<file path="src/rtl/hbx_pkg.sv">
package hbx_pkg;
  typedef enum logic {S_IDLE, S_SEARCH} search_st_e;
endpackage

</file>
<file path="src/rtl/hbx_period_search.sv">
module hbx_period_search
  import hbx_pkg::*;
#(
  parameter int SEC_W = 8
) (
  input  logic             clk_i,
  input  logic             rst_ni,
  input  logic             load_i,
  input  logic [SEC_W-1:0] heartbeat_i,
  input  logic [SEC_W-1:0] max_period_i,
  output logic [SEC_W-1:0] period_o,
  output logic [SEC_W-1:0] reload_o,
  output logic             done_o
);
  search_st_e       st_q;
  logic [SEC_W-1:0] hb_q, cand_q, period_q, reload_q;
  logic             done_q;
  logic [SEC_W-1:0] max_eff, start, rem, quo;

  assign max_eff = (max_period_i == '0) ? SEC_W'(1) : max_period_i;
  assign start   = (max_eff > heartbeat_i) ? heartbeat_i : max_eff;
  assign rem     = hb_q % cand_q;
  assign quo     = hb_q / cand_q;

  always_ff @(posedge clk_i or negedge rst_ni) begin
    if (!rst_ni) begin
      st_q     <= S_IDLE;
      hb_q     <= SEC_W'(1);
      cand_q   <= SEC_W'(1);
      period_q <= SEC_W'(1);
      reload_q <= '0;
      done_q   <= 1'b0;
    end else begin
      done_q <= 1'b0;
      if (load_i && heartbeat_i != '0) begin
        st_q   <= S_SEARCH;
        hb_q   <= heartbeat_i;
        cand_q <= start;
      end else if (st_q == S_SEARCH) begin
        if (rem == '0) begin
          period_q <= cand_q;
          reload_q <= (quo > SEC_W'(2)) ? quo - SEC_W'(2) : '0;
          done_q   <= 1'b1;
          st_q     <= S_IDLE;
        end else begin
          cand_q <= cand_q - SEC_W'(1);
        end
      end
    end
  end

  assign period_o = period_q;
  assign reload_o = reload_q;
  assign done_o   = done_q;


  period_divides_chk: assert property (@(posedge clk_i) disable iff (!rst_ni)
    done_q |-> (period_q != '0) && ((hb_q % period_q) == '0));

  reload_bound_chk: assert property (@(posedge clk_i) disable iff (!rst_ni)
    done_q |-> (reload_q < hb_q));

  zero_load_ignored_chk: assert property (@(posedge clk_i) disable iff (!rst_ni)
    (load_i && heartbeat_i == '0 && st_q == S_IDLE) |=> $stable(period_q) && $stable(reload_q));
endmodule

</file>
<file path="src/rtl/hbx_core_ctl.sv">
module hbx_core_ctl #(
  parameter int CNT_W = 8
) (
  input  logic             clk_i,
  input  logic             rst_ni,
  input  logic             irq_i,
  input  logic             ping_i,
  input  logic             reen_ok_i,
  input  logic             mode_i,
  input  logic [CNT_W-1:0] reload_i,
  output logic             poke_o,
  output logic             en_o
);
  logic             irq_q, poke_q, en_q, rise;
  logic [CNT_W-1:0] cnt_q;

  assign rise = irq_i & ~irq_q;

  always_ff @(posedge clk_i or negedge rst_ni) begin
    if (!rst_ni) begin
      irq_q  <= 1'b0;
      poke_q <= 1'b0;
      en_q   <= 1'b1;
      cnt_q  <= '0;
    end else begin
      irq_q  <= irq_i;
      poke_q <= 1'b0;
      if (ping_i) begin
        poke_q <= 1'b1;
        cnt_q  <= reload_i;
        if (!en_q && reen_ok_i) en_q <= 1'b1;
      end else if (rise && en_q) begin
        if (!mode_i) begin
          poke_q <= 1'b1;
        end else if (cnt_q != '0) begin
          poke_q <= 1'b1;
          cnt_q  <= cnt_q - CNT_W'(1);
        end else begin
          en_q <= 1'b0;
        end
      end
    end
  end

  assign poke_o = poke_q;
  assign en_o   = en_q;


  silent_when_disabled_chk: assert property (@(posedge clk_i) disable iff (!rst_ni)
    (!ping_i && !en_q) |=> !poke_q);

  disable_only_at_zero_chk: assert property (@(posedge clk_i) disable iff (!rst_ni)
    $fell(en_q) |-> ($past(cnt_q) == '0) && $past(mode_i));

  count_step_chk: assert property (@(posedge clk_i) disable iff (!rst_ni)
    (!ping_i && !rise) |=> $stable(cnt_q));

  no_poke_without_cause_chk: assert property (@(posedge clk_i) disable iff (!rst_ni)
    (!ping_i && !rise) |=> !poke_q);
endmodule

</file>
<file path="src/rtl/hb_extender.sv">
module hb_extender #(
  parameter int N_CORES = 4,
  parameter int SEC_W   = 8
) (
  input  logic               clk_i,
  input  logic               rst_ni,
  input  logic               cfg_load_i,
  input  logic [SEC_W-1:0]   heartbeat_i,
  input  logic [SEC_W-1:0]   max_period_i,
  input  logic               cd_en_i,
  input  logic               ping_i,
  input  logic [N_CORES-1:0] irq_i,
  output logic [N_CORES-1:0] poke_o,
  output logic [N_CORES-1:0] en_mask_o,
  output logic [SEC_W-1:0]   period_o
);
  localparam int CNT_W = SEC_W;

  logic             mode_q, mode_edge, eff_mode, cfg_done, ping_all, reen_ok;
  logic [CNT_W-1:0] reload;

  hbx_period_search #(.SEC_W(SEC_W)) u_search (
    .clk_i, .rst_ni,
    .load_i       (cfg_load_i),
    .heartbeat_i  (heartbeat_i),
    .max_period_i (max_period_i),
    .period_o     (period_o),
    .reload_o     (reload),
    .done_o       (cfg_done)
  );

  always_ff @(posedge clk_i or negedge rst_ni) begin
    if (!rst_ni) mode_q <= 1'b0;
    else         mode_q <= cd_en_i;
  end

  // mode change pings with countdown treated as off
  assign mode_edge = cd_en_i ^ mode_q;
  assign eff_mode  = mode_edge ? 1'b0 : mode_q;
  assign ping_all  = ping_i | mode_edge | cfg_done;
  assign reen_ok   = (reload != '0) | ~eff_mode;

  for (genvar c = 0; c < N_CORES; c++) begin : g_core
    hbx_core_ctl #(.CNT_W(CNT_W)) u_core (
      .clk_i, .rst_ni,
      .irq_i     (irq_i[c]),
      .ping_i    (ping_all),
      .reen_ok_i (reen_ok),
      .mode_i    (mode_q),
      .reload_i  (reload),
      .poke_o    (poke_o[c]),
      .en_o      (en_mask_o[c])
    );
  end


  ping_pokes_all_chk: assert property (@(posedge clk_i) disable iff (!rst_ni)
    ping_i |=> (&poke_o));

  mode_change_reenables_chk: assert property (@(posedge clk_i) disable iff (!rst_ni)
    mode_edge |=> (&poke_o) && (&en_mask_o));

  no_wake_at_zero_chk: assert property (@(posedge clk_i) disable iff (!rst_ni)
    (ping_all && !mode_edge && mode_q && reload == '0) |=> (en_mask_o == $past(en_mask_o)));
endmodule

</file>
<file path="config.mk">
export PLATFORM = sky130hd
export DESIGN_NAME = hb_extender
export DESIGN_NICKNAME = d
export VERILOG_FILES = /design/src/rtl/hbx_pkg.sv /design/src/rtl/hbx_period_search.sv /design/src/rtl/hbx_core_ctl.sv /design/src/rtl/hb_extender.sv
export SDC_FILE = /design/constraint.sdc
export NUM_CORES = 1
export LEC_CHECK = 0
export CAP_MARGIN = 20
export CORE_ASPECT_RATIO = 0.5
export CORE_UTILIZATION = 30
export DETAILED_ROUTE_END_ITERATION = 7
export RECOVER_POWER = 25
export SLEW_MARGIN = 20
export SYNTH_ARGS = -nofsm -noshare
export SYNTH_HDL_FRONTEND = slang
export SYNTH_HIERARCHICAL = 1
export SYNTH_SLANG_ARGS = --single-unit
</file>
<file path="constraint.sdc">
create_clock -name clk_i -period 14.6 [get_ports clk_i]
set_input_delay 2.92 -clock clk_i [delete_from_list [all_inputs] [get_ports clk_i]]
set_output_delay 2.92 -clock clk_i [all_outputs]
set_load 0.1 [all_outputs]
</file>
Word level (Yosys, flattened, before mapping). Index checks and enable logic that the tools add are counted.

Register bits: 79. Bits of input ports: 25. Word-level logic and storage cells: 162.

Add/sub/neg operators: 6. Div/mod/pow operators: 2. Order comparisons: 2. Eq/ne operators: 9. Mux-type cells: 65. Bitwise operators: 14. Reductions and logical operators: 41.

Operators with widths (count): $mux W8 (22); $reduce_bool A8 Y1 (6); $mux W1 (43); $sub A8 B1 Y8 const B (5); $reduce_bool A2 Y1 (10); $logic_not A8 Y1 (2); $reduce_and A4 Y1 (4); $reduce_and A3 Y1 (5); $ne A2 B1 Y1 const B (5); $logic_and A1 B1 Y1 (9); $div A8 B8 Y8 (1); $gt A8 B2 Y1 const B (1); $gt A8 B8 Y1 (1); $mod A8 B8 Y8 (1); $ne A2 B2 Y1 const B (4); $sub A8 B2 Y8 const B (1); $not A1 Y1 (6); $and A1 B1 Y1 (4); $logic_not A1 Y1 (4); $or A1 B1 Y1 (3); $reduce_and A2 Y1 (1); $xor A1 B1 Y1 (1).

Logic depth before layout (Yosys ltp).
Word-level depth: 7. Mapped depth: 57. Mapped depth without buffers: 51.

Hierarchy. Netlist, hierarchy kept.

Modules (own cells, without submodules): hbx_period_search (times used 1, cells each 472, area an instance 3942.5 sq um, sequential area each 854.6 sq um); hbx_core_ctl (times used 4, cells each 70, area an instance 645.6 sq um, sequential area each 276.5 sq um); hb_extender (times used 1, cells each 7, area an instance 72.6 sq um, sequential area each 25.0 sq um).

Worst setup path before layout. OpenSTA, ideal clock, no wires.

Kind: reg2reg. Start: reg u_search.cand_q[6]. End: reg u_search.period_q[2] (netlist: u_search/period_o[2]). Arrival: 12612 ps. Data required time: 14474 ps. Setup slack: 1862 ps. Cell stages (with the launch flop): 53. Path buffers: 7. Path through: dfrtp_1 -> buf_2 -> nor4_2 -> buf_2 -> and2_1 -> a21oi_1 -> ha_1 -> o21a_1 -> o211ai_1 -> and3b_1 -> or2_2 -> ha_1 -> o211ai_1 -> a211oi_2 -> mux2_2 -> ha_1 -> o21a_1 -> o22a_1 -> (+17 left out) -> a41o_1 -> o21a_1 -> clkbuf_1 -> inv_1 -> clkbuf_1 -> o21ai_0 -> fa_1 -> a21o_1 -> a21oi_1 -> a21oi_1 -> or3b_1 -> or4b_2 -> a2bb2oi_1 -> or4_1 -> buf_2 -> a21oi_4 -> buf_12 -> mux2_4.

Cells in the longest elaborated chain, start to end: 3.

Ends and longest elaborated chain: start, declared (line hbx_period_search.sv:16) `logic [SEC_W-1:0] hb_q, cand_q, period_q, reload_q;`; start signal, assigned (line hbx_period_search.sv:38) `cand_q <= start;`; start signal, assigned (line hbx_period_search.sv:46) `cand_q <= cand_q - SEC_W'(1);`; $mod A8 B8 Y8 (line hbx_period_search.sv:22) `assign rem = hb_q % cand_q;`; $logic_not A8 Y1 (line hbx_period_search.sv:40) `if (rem == '0) begin`; $reduce_and A3 Y1 (no source line); end signal, assigned (line hbx_period_search.sv:41) `period_q <= cand_q;`; end, declared (line hbx_period_search.sv:16).

No other way between the ends. A chain may end at the register's enable or synchronous reset.

Worst setup path in the final report.
Start: reg u_search.cand_q[0]. End: reg u_search.reload_q[6] (netlist: u_search/reload_o[6]).

Cells in the longest elaborated chain, start to end: 3.

Ends and longest elaborated chain: $div A8 B8 Y8 or $mod A8 B8 Y8 (tied branches) (line hbx_period_search.sv:23, hbx_period_search.sv:22); $sub A8 B2 Y8, or another cell as far along (line hbx_period_search.sv:42) `reload_q <= (quo > SEC_W'(2)) ? quo - SEC_W'(2) : '0;`; $mux W8 or $reduce_and A3 Y1 (tied branches); end signal, assigned (line hbx_period_search.sv:42); end, declared (line hbx_period_search.sv:16).

Several ways; a longest one is shown, not always the timed one.

==> metrics <==
vias=approximately 5,700; clock buffer count from CTS=9; Max Transition Viols Final=80; gr usage total=0.154; largest net degree at the start of global routing=80; Net Sw Frac=0.464; first-pass GRT wire length=27.9 mm; IO Port Bufs=40; cell family contributing the most delay on the critical path=compound AO/OA/AOI/OAI gates; Flop pwr share=0.241; wire per inst=15.7 um; top-area cell type share of the netlist area=0.273; crit end category=register; share of cells above drive strength 1=0.103; WL met1=8.18 mm; #FFs+latches synth=79; worst path arrival time=around 14 ns; post-placement setup slack=around 0.44 ns; Met3 Routed Length=about 530 um; FMAX=between 70 and 80 MHz; Critical path buffers and inverters=4; First DRT Iteration DRCs=around 430; post-DP HPWL=~13 mm; Max-Slew Margin vs Limit=-1.81; Final min period=roughly 14 ns; top cells by area, synth=dfrtp_1, ha_1, nand2_1; clock share of power=0.184; Num Clock Sinks=79; Post-synth EDFFs=0; Gate power share=0.575; fin crit share=0.944; Cell Pwr Density=176 nW/um^2; outcome=finished, violations left; initial antenna violation count=0; most frequent cells after synthesis=dfrtp_1, nand2_1, nor2_1, ha_1, inv_1; Data required, critical path=roughly 15 ns; drc violations=0; Final Hold Violating Endpoints=0; Highest Signal Layer=met4; Critical-path top delay cell=or4b_2; number of vias per cell=around 5.3; startpoint types=register; largest family of logic cells by synthesized area=compound AO/OA/AOI/OAI gates; leakage=around 3.3 nW; post-route cell area=around 7600 um^2; Starting Density=0.313; RSZ-0062 raised after global routing=false; hold_buf cts=0; Main synth FF type=dfrtp_1; die span in y=between 100 and 150 um; cell with the most instances after synthesis=dfrtp_1; Compound-Gate Fraction of Synth Area=0.226; I/O pin total=41; Worst Skew=just under 0.009 ns; NetSw=approximately 0.0006 W; Critical Path Most Common Cell=ha_1; warnings from Yosys=6; fin nets=864; Setup-failing EPs final=0; Tot Pwr=between 0.001 and 0.0015 W; H-tree levels=3; clk_lat worst skew=between 0.3 and 0.4 ns; worst vdd ir=0.0000567 V; die width=roughly 210 um; synthesized area per cell=roughly 8.7 um^2; Final Worst Setup Slack=0.812 ns; Post-Syn Area=6600 um^2; Critical Path Max Stage Delay=approximately 0.63 ns; DRT Pass-1 Iters=5; Setup TNS=0 ns; CTS tree=done; Post-synth ARST share=1.00; FILL cells=about 2,100; post-synthesis simple-gate area fraction=0.202; clock transition at the registers of the reported paths=roughly 0.07 ns; total grt overflow=0; Routability Congestion=0.914; Synth area leader=dfrtp_1; P_int=a little over 0.0007 W; Synth Area in XOR/XNOR=0.0451; Synth Instances=between 700 and 800; Adder-Cell Fraction of Synth Area=0.109; crit path max fanout=16; Unique masters post-synth=73; Min-Delay Path Class=register to register; ant diodes=0; failing checks=capacitance limit, slew limit; Crit Path Class=register to register; post-synth net total=about 840; vias in the first global route=between 5,000 and 6,000; mux cell area share after synthesis=0.0628; Total Wirelength=roughly 17 mm; dpl cell area=between 7000 and 8000 um^2; met2 wire len=about 7.9 mm; die area=between 20,000 and 25,000 um^2; Core Util, Final=0.360; Routed Antenna Nets=0; Longest Clk Path Bufs=2; core area=around 21,000 um^2; CTS root buf=clkbuf_16; row count=37; worst slew pin tran=~4.2 ns; sequential cell area fraction in the yosys report=0.301; max-cap violations=1; Area Overhead vs Synth=14.9%
## per-layer routing
metal  vias up  global-route usage
li1       2848                   -
met4         0              0.0393
met2       107               0.256
met5         -                   0
met1      2728               0.207
met3        19              0.0261
## cell type report
cell class | instances | area, um^2 | area share
inverter | 51 | 195 | 0.0258
tap | 292 | 365 | 0.0482
sequential | 79 | 1990 | 0.262
timing repair buffer | 45 | 444 | 0.0586
clock inverter | 7 | 104 | 0.0137
multi-input combinational | 596 | 4260 | 0.562
clock buffer | 9 | 225 | 0.0297
## final timing paths
kind                       slack, ns                               endpoint                         startpoint  cells after the start
setup / recovery                0.81       u_search/reload_o[6]$_DFFE_PN0P_     u_search/cand_q[0]$_DFFE_PN1P_                     50
hold / removal                  0.51      g_core[1].u_core/en_o$_DFFE_PN1P_  g_core[1].u_core/en_o$_DFFE_PN1P_                      1
setup reg to reg                0.81       u_search/reload_o[6]$_DFFE_PN0P_     u_search/cand_q[0]$_DFFE_PN1P_                     50
hold reg to reg                 0.51      g_core[1].u_core/en_o$_DFFE_PN1P_  g_core[1].u_core/en_o$_DFFE_PN1P_                      1
max in group asynchronous       8.17  g_core[0].u_core/cnt_q[1]$_DFFE_PN0P_                             rst_ni                      1
min in group asynchronous       4.06  g_core[1].u_core/cnt_q[6]$_DFFE_PN0P_                             rst_ni                      1
## flip-flops by register name, indices dropped and copies added (netlist names), 4 cells and up
| register | cells |
|---|---|
| u_search/cand_q | 8 |
| g_core.u_core/irq_q | 4 |
| g_core.u_core/poke_o | 4 |
| g_core.u_core/cnt_q | 32 |
| g_core.u_core/en_o | 4 |
| u_search/period_o | 8 |
| u_search/hb_q | 8 |
| u_search/reload_o | 8 |
## cell families after synthesis
family | after synthesis
simple gates | 258
compound gates | 211
buf+inv | 84
flops | 79
fa+ha+maj | 57
mux | 36
xor+xnor | 34
## layout by cell type (no fill, tap or decap), types with 5 or more instances in the layout
| master | synthesis | routed |
|---|---|---|
| dfrtp_1 | 72 | 72 |
| nand2_1 | 68 | 68 |
| nor2_1 | 60 | 60 |
| ha_1 | 56 | 56 |
| inv_1 | 51 | 50 |
| o21ai_0 | 37 | 37 |
| a21oi_1 | 35 | 35 |
| clkdlybuf4s50_1 | 0 | 34 |
| o211ai_1 | 24 | 24 |
| nor3_1 | 23 | 23 |
| nand3_1 | 20 | 20 |
| xor2_1 | 20 | 20 |
| o21a_1 | 20 | 19 |
| mux2_2 | 15 | 15 |
| xnor2_1 | 14 | 14 |
| mux2i_1 | 14 | 14 |
| or3_1 | 13 | 13 |
| o21ai_1 | 13 | 13 |
| nor4_1 | 12 | 12 |
| or2_2 | 10 | 10 |
| a31oi_1 | 10 | 10 |
| clkbuf_16 | 0 | 9 |
| nand4_1 | 8 | 8 |
| a21o_1 | 8 | 8 |
| o2111ai_1 | 7 | 7 |
| dfstp_2 | 7 | 7 |
| or4_1 | 7 | 7 |
| mux2_4 | 7 | 7 |
| or3b_1 | 5 | 5 |
| a41o_1 | 5 | 5 |
| dlygate4sd3_1 | 0 | 5 |
| o31a_1 | 5 | 5 |
## power groups by stage
stage | clock network, W | registers, W | logic, W
after global placement | 0 | 0.000323 | 0.000741
final | 0.000246 | 0.000321 | 0.000766
after floorplan | 0 | 0.000364 | 0.000536
after detailed placement | 0 | 0.000324 | 0.000755
after global routing | 0.000261 | 0.000327 | 0.000848
after CTS | 0.000251 | 0.000321 | 0.000758
## what timing repair did
action                                  in CTS  in global routing
resized for setup                            0                  3
buffers inserted                             0                  2
endpoints found under the setup margin       0                 23
## metrics by stage
step	cells	hold WS, ns
5_1_grt	1079	0.519
2_1_floorplan	759	0.470
4_1_cts	1077	0.508
3_5_place_dp	1061	0.498
6_report	1079	0.506
3_3_place_gp	1061	0.499
Power figures use the tool's default switching activity.
